## config.mk

```make
export PLATFORM = sky130hd
export DESIGN_NAME = csr_rmw_unit
export DESIGN_NICKNAME = d
export VERILOG_FILES = /design/src/rtl/csr_rmw_pkg.sv /design/src/rtl/csr_rmw_decode.sv /design/src/rtl/csr_rmw_operand.sv /design/src/rtl/csr_rmw_resp.sv /design/src/rtl/csr_rmw_unit.sv
export SDC_FILE = /design/constraint.sdc
export NUM_CORES = 1
export LEC_CHECK = 0
export BUFFER_PORTS_ARGS = -buffer_cell sky130_fd_sc_hd__buf_2
export CAP_MARGIN = 20
export CORE_AREA = 2 2 136 138
export CTS_BUF_LIST = sky130_fd_sc_hd__clkbuf_2 sky130_fd_sc_hd__clkbuf_4 sky130_fd_sc_hd__clkbuf_8
export CTS_CLUSTER_SIZE = 25
export DETAILED_ROUTE_END_ITERATION = 6
export DIE_AREA = 0 0 138 140
export PLACE_DENSITY = 0.64
export SLEW_MARGIN = 20
export SYNTH_ARGS = -nofsm -noshare
export SYNTH_HDL_FRONTEND = slang
export SYNTH_SLANG_ARGS = --single-unit
```

## constraint.sdc

```tcl
create_clock -name clk -period 2.35 [get_ports clk]
set_clock_uncertainty 0.1 [all_clocks]
set_input_delay 0.3525 -clock clk [delete_from_list [all_inputs] [get_ports clk]]
set_output_delay 0.3525 -clock clk [all_outputs]
set_load 0.01 [all_outputs]
```

## src/rtl/csr_rmw_pkg.sv

```systemverilog
package csr_rmw_pkg;

   typedef enum logic [1:0] {
      KIND_NONE  = 2'b00,
      KIND_SWAP  = 2'b01,
      KIND_SET   = 2'b10,
      KIND_CLEAR = 2'b11
   } rmw_kind_t;

   localparam logic [2:0] OP_SWAP   = 3'b001;
   localparam logic [2:0] OP_SET    = 3'b010;
   localparam logic [2:0] OP_CLEAR  = 3'b011;
   localparam logic [2:0] OP_SWAPI  = 3'b101;
   localparam logic [2:0] OP_SETI   = 3'b110;
   localparam logic [2:0] OP_CLEARI = 3'b111;

   localparam int NARROW_W = 32;

   function automatic logic is_bit_op(input logic [2:0] op);
      return (op[1:0] == 2'b10) || (op[1:0] == 2'b11);
   endfunction

endpackage

```

## src/rtl/csr_rmw_decode.sv

```systemverilog
module csr_rmw_decode
   import csr_rmw_pkg::*;
#(
   parameter int IDX_W = 5
) (
   input  logic             valid,
   input  logic [2:0]       op,
   input  logic [IDX_W-1:0] rd,
   input  logic [IDX_W-1:0] src_idx,
   input  logic             illegal,
   output rmw_kind_t        kind,
   output logic             use_imm,
   output logic             rd_en,
   output logic             wr_en,
   output logic             rd_commit
);

   logic rd_nz;
   logic src_nz;

   assign rd_nz   = |rd;
   assign src_nz  = |src_idx;
   assign use_imm = op[2];

   always_comb begin
      unique case (op[1:0])
         2'b01:   kind = KIND_SWAP;
         2'b10:   kind = KIND_SET;
         2'b11:   kind = KIND_CLEAR;
         default: kind = KIND_NONE;
      endcase
   end

   always_comb begin
      rd_en = 1'b0;
      wr_en = 1'b0;
      if (valid) begin
         unique case (kind)
            KIND_SWAP: begin
               rd_en = rd_nz;
               wr_en = !illegal;
            end
            KIND_SET, KIND_CLEAR: begin
               rd_en = 1'b1;
               wr_en = src_nz && !illegal;
            end
            default: begin
               rd_en = 1'b0;
               wr_en = 1'b0;
            end
         endcase
      end
   end

   assign rd_commit = rd_en && rd_nz && !illegal;

endmodule

```

## src/rtl/csr_rmw_operand.sv

```systemverilog
module csr_rmw_operand
   import csr_rmw_pkg::*;
#(
   parameter int XLEN  = 64,
   parameter int IDX_W = 5
) (
   input  rmw_kind_t         kind,
   input  logic              use_imm,
   input  logic [IDX_W-1:0]  src_idx,
   input  logic [XLEN-1:0]   src_val,
   input  logic              narrow,
   output logic [XLEN-1:0]   wr_mask,
   output logic [XLEN-1:0]   wr_data
);

   localparam int PAD_W = XLEN - IDX_W;

   logic [XLEN-1:0] source;
   logic [XLEN-1:0] raw_mask;
   logic [XLEN-1:0] keep;

   assign source = use_imm ? {{PAD_W{1'b0}}, src_idx} : src_val;

   always_comb begin
      unique case (kind)
         KIND_SWAP: begin
            raw_mask = '1;
            wr_data  = source;
         end
         KIND_SET: begin
            raw_mask = source;
            wr_data  = '1;
         end
         KIND_CLEAR: begin
            raw_mask = source;
            wr_data  = '0;
         end
         default: begin
            raw_mask = '0;
            wr_data  = '0;
         end
      endcase
   end

   generate
      if (XLEN > NARROW_W) begin : g_narrow_clamp
         assign keep = {{(XLEN-NARROW_W){~narrow}}, {NARROW_W{1'b1}}};
      end else begin : g_no_clamp
         logic unused_narrow;
         assign unused_narrow = narrow;
         assign keep = '1;
      end
   endgenerate

   assign wr_mask = raw_mask & keep;

endmodule

```

## src/rtl/csr_rmw_resp.sv

```systemverilog
module csr_rmw_resp #(
   parameter int XLEN  = 64,
   parameter int IDX_W = 5
) (
   input  logic              clk,
   input  logic              rst_n,
   input  logic              valid,
   input  logic              commit,
   input  logic [IDX_W-1:0]  rd,
   input  logic [XLEN-1:0]   old_val,
   output logic              rsp_valid,
   output logic              rsp_we,
   output logic [IDX_W-1:0]  rsp_idx,
   output logic [XLEN-1:0]   rsp_value
);

   always_ff @(posedge clk or negedge rst_n) begin
      if (!rst_n) begin
         rsp_valid <= 1'b0;
         rsp_we    <= 1'b0;
         rsp_idx   <= '0;
         rsp_value <= '0;
      end else begin
         rsp_valid <= valid;
         rsp_we    <= valid && commit;
         if (valid) begin
            rsp_idx   <= rd;
            rsp_value <= old_val;
         end
      end
   end

endmodule

```

## src/rtl/csr_rmw_unit.sv

```systemverilog
module csr_rmw_unit
   import csr_rmw_pkg::*;
#(
   parameter int XLEN  = 64,
   parameter int IDX_W = 5
) (
   input  logic              clk,
   input  logic              rst_n,
   input  logic              req_valid,
   input  logic [2:0]        req_op,
   input  logic [IDX_W-1:0]  req_rd,
   input  logic [IDX_W-1:0]  req_src_idx,
   input  logic [XLEN-1:0]   req_src_val,
   input  logic              req_narrow,
   output logic              csr_rd_en,
   output logic              csr_wr_en,
   output logic [XLEN-1:0]   csr_wr_mask,
   output logic [XLEN-1:0]   csr_wr_data,
   input  logic [XLEN-1:0]   csr_rd_data,
   input  logic              csr_illegal,
   output logic              rsp_valid,
   output logic              rsp_rd_we,
   output logic [IDX_W-1:0]  rsp_rd_idx,
   output logic [XLEN-1:0]   rsp_rd_value
);

   generate
      if (XLEN < NARROW_W) begin : g_bad_xlen
         $error("csr_rmw_unit: XLEN must be at least 32");
      end
      if (IDX_W < 1 || IDX_W >= XLEN) begin : g_bad_idx
         $error("csr_rmw_unit: IDX_W out of range");
      end
   endgenerate

   rmw_kind_t kind;
   logic      use_imm;
   logic      rd_commit;

   csr_rmw_decode #(.IDX_W(IDX_W)) u_decode (
      .valid     (req_valid),
      .op        (req_op),
      .rd        (req_rd),
      .src_idx   (req_src_idx),
      .illegal   (csr_illegal),
      .kind      (kind),
      .use_imm   (use_imm),
      .rd_en     (csr_rd_en),
      .wr_en     (csr_wr_en),
      .rd_commit (rd_commit)
   );

   csr_rmw_operand #(.XLEN(XLEN), .IDX_W(IDX_W)) u_operand (
      .kind    (kind),
      .use_imm (use_imm),
      .src_idx (req_src_idx),
      .src_val (req_src_val),
      .narrow  (req_narrow),
      .wr_mask (csr_wr_mask),
      .wr_data (csr_wr_data)
   );

   csr_rmw_resp #(.XLEN(XLEN), .IDX_W(IDX_W)) u_resp (
      .clk       (clk),
      .rst_n     (rst_n),
      .valid     (req_valid),
      .commit    (rd_commit),
      .rd        (req_rd),
      .old_val   (csr_rd_data),
      .rsp_valid (rsp_valid),
      .rsp_we    (rsp_rd_we),
      .rsp_idx   (rsp_rd_idx),
      .rsp_value (rsp_rd_value)
   );

endmodule

```

After elaboration in Yosys (flattened, before gate mapping) --
Cells that the tools add are included.
Word-level totals: output and inout port bits 201, bits of input ports 146, logic and storage cells 28, bits in registers 71
Cells by class: equality and inequality tests 6, reductions and logical operators 8, multiplexer cells 8, bitwise operators 2
Operators by type and width (number):
- $pmux 64 s2 | 2
- $and 64x64->64 | 1
- $mux 64 | 1
- $reduce_or 5->1 | 2
- $eq 2x2->1 const B | 4
- $pmux 2 s3 | 1
- $eq 2x1->1 const B | 2
- $logic_and 1x1->1 | 4
- $pmux 1 s2 | 2
- $mux 1 | 2
- $reduce_or 2->1 | 1
- $logic_not 1->1 | 1
- $not 1->1 | 1

Longest topological paths before layout --
depth after elaboration 9, gate-level depth with buffers 8, mapped depth without buffers 4

By module --
A second synthesis with hierarchy kept.
Second synthesis, totals: cells, all modules 444, area, all modules 4809.6 µm²
By module, submodules not included:
- csr_rmw_resp | area an instance 2970.3 µm², seq. area each 1776.7 µm², times used 1, cells an instance 149
- csr_rmw_operand | area an instance 1742.9 µm², seq. area each 0.0 µm², times used 1, cells an instance 281
- csr_rmw_decode | area an instance 96.3 µm², seq. area each 0.0 µm², times used 1, cells an instance 14

Least setup slack after synthesis --
Ideal clock, no wire load.
path kind input to output, start in req_op[1], end out csr_wr_data[0], stages on the path 8, data arrival time 1841 ps, buffers on the path 4, slack 56 ps, required time 1898 ps, cell sequence buf_2 -> buf_1 -> inv_1 -> ha_1 -> buf_2 -> clkbuf_1 -> nand2_1 -> o21ai_0
On the way: cells in the longest elaborated chain, start to end 4
Ends and longest elaborated chain:
- start: declaration | RTL line csr_rmw_unit.sv:10 | input logic [2:0] req_op,
- $eq 2x2->1 or $eq 2x1->1 (tied branches) | RTL line csr_rmw_decode.sv:26 | unique case (op[1:0])
- $pmux 2 s3 * | RTL line csr_rmw_decode.sv:26
- $eq 2x2->1 or $eq 2x1->1 (tied branches) | RTL line csr_rmw_operand.sv:25 | unique case (kind)
- $pmux 64 s2 * | RTL line csr_rmw_operand.sv:25
- end: declaration | RTL line csr_rmw_unit.sv:18 | output logic [XLEN-1:0] csr_wr_data,
Mark *: on every way between the ends. The rest lies on a longest branch, timed or not.

Worst setup path in the final report --
start in req_op[1], end out csr_wr_data[3]
The elaborated chain is that of the path after synthesis.

==> metrics list <==
- TritonCTS built the clock tree.
- Nets in the synthesized netlist: ~600
- In the finished design, the share of the clock period the worst path needs comes to 85.6%.
- Warnings, synthesis: 0
- Relative to the synthesized area, the layout overhead comes to 46.7%.
- dfrtp_1 is the most common cell in the netlist.
- For the worst setup path, the data required time is around 1.9 ns.
- For this run, the detailed router's first-pass iteration total came to 4.
- Maximum level of the CTS H-tree: 3
- Measured along the x axis, the die boundary spans 138 um.
- The final route contains 4685 vias.
* Initial Util: 26.2%
- Detailed placement ended at an HPWL of 12.4 mm.
- In this run the worst path has a maximum fanout of 20.
- Reg2Reg Launch Point: u_resp.rsp_value[37]
* Total of buffers placed on input and output ports: roughly 350
* Largest net degree at the start of global routing: 80
- The most used flip-flop cell after synthesis is dfrtp_1.
* Number of buffers on the longest clock path: 2
- The region available for standard cell placement spans between 15000 and 20000 um2.
* Placed cell count: 1004
- Outcome: completed
- Max-cap violations in this run came to 0.
- Top post-synthesis cells by count: dfrtp_1, mux2_2, and3b_1, o21a_1, a21oi_1
* Sinks on the clock net: 71
- Global routing used 16.1% of the available tracks across all layers.
- In this run the clock root is driven by a clkbuf_8.
* Max Freq: slightly below 500 MHz
* Average wire per cell in the routed design: 15.7 um
- At the pin with the least slew margin, the transition time is 0.500 ns.
* Die Y: 140 um
- In this run the worst hold path is classified as primary input to flip-flop.
* Category of the critical setup timing path: primary input to output port
- Yosys attributes the largest share of cell area to dfrtp_1, mux2_2, and3b_1, o21a_1, nand2b_1.
* Net total in the final layout: 937
- The detailed router finished its first iteration with 147 violations.
- Clock slew at reported path FFs: about 0.07 ns
- The via count of the first global-routing pass came to 4827.
- Final TNS setup: 0 ns
- The number of cells on the worst reg-to-reg path is 1.
- The synthesized design contains just over 70 register bits.
- Remaining global-route overflow: 0
- Hold violation count in the final report: 0
- Vias per cell: 4.59
- CP Capture Type: output port
- The initial antenna violation count was 3.
- Data arrival time at the worst-slack endpoint: between 1.5 and 2 ns
* WL final: between 15 and 20 mm
- Area of the die: 19300 um2
- Global-route wire length before repair: 25.6 mm
- Yosys mapped a number of flops with a built-in enable equal to 0.
* Endpoint of the worst setup timing path: csr_wr_data[3]
* Largest vdd supply drop: a little over 0.0005 V
* Max-slew violations: 0
- The clock period could shrink to 2.01 ns.
- The endpoint identified for the worst register-to-register timing path is u_resp.rsp_value[37].
- RSZ-0062 raised after global routing: false
* Mean area per synthesized cell: ~10 um2
* Residual DRC: 0
- For this design the static power due to leakage is 3.80 nW.
- Clock latency on the worst-skew pair, taken at its later pin, is 0.33 ns.
- Summing the sequential cell areas from Yosys gives 38.1% of the chip area.
* Fraction of post-synthesis cell area in the top cell type by area: between 30% and 40%
* Cell area after technology mapping: around 4700 um2
* Count of placed standard cells in the final layout, fillers left out: a little over 1000
- Buffers inserted during clock tree synthesis total 9.
- In this run the worst setup path begins at req_op[1].
- Proportion of layout cells with a drive suffix above 1: 57.6%
- Flop-to-flop setup slack: 1.48 ns
- Final estimated routing congestion in global placement: 0.786
- Antenna Violating Nets Remaining: 0
- Number of standard-cell rows in the floorplan: 49
* Worst max-slew margin expressed relative to the limit: 66.6%
- Number of unique standard cell types used by synthesis: 27
- The worst setup path is launched from a primary input.
- Of all cell types, the one taking the most synthesized area is dfrtp_1.
* Synth async-reset ratio: 100%
- Ports placed on the boundary: 347
- Hold timing on the final database bottoms out at a slack of 0.144 ns.
- Setup violations remaining at the end of the flow were counted as 0.
* PD cells: 492 nW/um2
- Counting every instance in the synthesized netlist gives 462.
## per-stage QoR
stage          worst slack [ns]  instance area [um2]  power, mW  util [%]
6_report                  0.339                 6840       3.36      38.5
5_1_grt                   0.144                 6830       3.57      38.4
4_1_cts                   0.279                 6830       3.43      38.4
3_5_place_dp              0.286                 6660       2.55      37.4
3_3_place_gp              0.350                 6660       2.53      37.4
2_1_floorplan            0.0563                 4660       2.00         -
## routing by layer
| layer | routed length [um] | global-route usage, % | part of all wire [%] |
|---|---|---|---|
| met2 | 7790 | 27.3 | 49 |
| met1 | 6300 | 19.1 | 39 |
| met5 | 24 | 0 | 0.15 |
| met3 | 1600 | 5.68 | 10 |
| met4 | 272 | 5.53 | 1.7 |
## cells by family after synthesis
family / Yosys count / synth area share, %
AND/OR/NAND/NOR: 147 / 22.1
multiplexers: 74 / 17.7
buffers and inverters: 55 / 5.15
adder cells (fa/ha/maj): 4 / 1.07
flip-flops: 71 / 38.1
AO/OA/AOI/OAI: 111 / 15.8
## cell usage in the layout (no fill, tap or decap), types with 6 or more instances in the layout
cell      Yosys  routed
nand3b_1     21      21
buf_4         2      17
mux2_2       69      69
clkbuf_8      0      10
nand2_1      23      23
a21o_1        6       6
dfrtp_1      71      71
a21oi_1      37      37
o21a_1       59      59
buf_2        21     345
nand2b_1     34      34
and3b_1      59      59
## state kept, by name, summed over array words and instances, names as in the netlist
name,cells
u_resp.rsp_valid,1
u_resp.rsp_idx,5
u_resp.rsp_we,1
u_resp.rsp_value,64
## report_power, final
part	switching (mW)	internal, mW
registers	0.0582	1.34
logic	0.577	0.532
clock network	0.440	0.413
## critical path, stage by stage
cell and delay (ns):
buf_2 0.11, buf_4 0.21, ha_2 0.24, buf_4 0.25
nand2_1 0.14, o21ai_0 0.09, buf_2 0.15
## layout make-up
| cell class | instances | area (um2) |
|---|---|---|
| multi-input cells | 336 | 2650 |
| well taps | 229 | 287 |
| clock buffers | 11 | 145 |
| clock inverters | 4 | 22.5 |
| repair buffers | 367 | 1940 |
| inverters | 2 | 7.51 |
| diodes | 1 | 2.50 |
| flip-flops and latches | 71 | 1780 |
| fillers | 1816 | 10900 |
## worst min path at each step
stage                    startpoint  cells past startpoint  slack [ns]              endpoint
floorplan                     rst_n                      0       -0.04     u_resp.rsp_idx[0]
global placement              rst_n                      1        0.26   u_resp.rsp_value[6]
detailed placement            rst_n                      1        0.26   u_resp.rsp_value[6]
CTS                  csr_rd_data[7]                      2        0.12   u_resp.rsp_value[7]
global route        csr_rd_data[47]                      2        0.12  u_resp.rsp_value[47]
finish              csr_rd_data[60]                      2        0.14  u_resp.rsp_value[60]
## repair_timing
item                       in CTS  in global routing
hold buffers                    1                  0
buffers inserted                0                  0
setup endpoints to repair       0                  0
hold endpoints to repair       36                  0
resized for setup               0                  0
No activity file was read; power rests on OpenSTA's default activity.
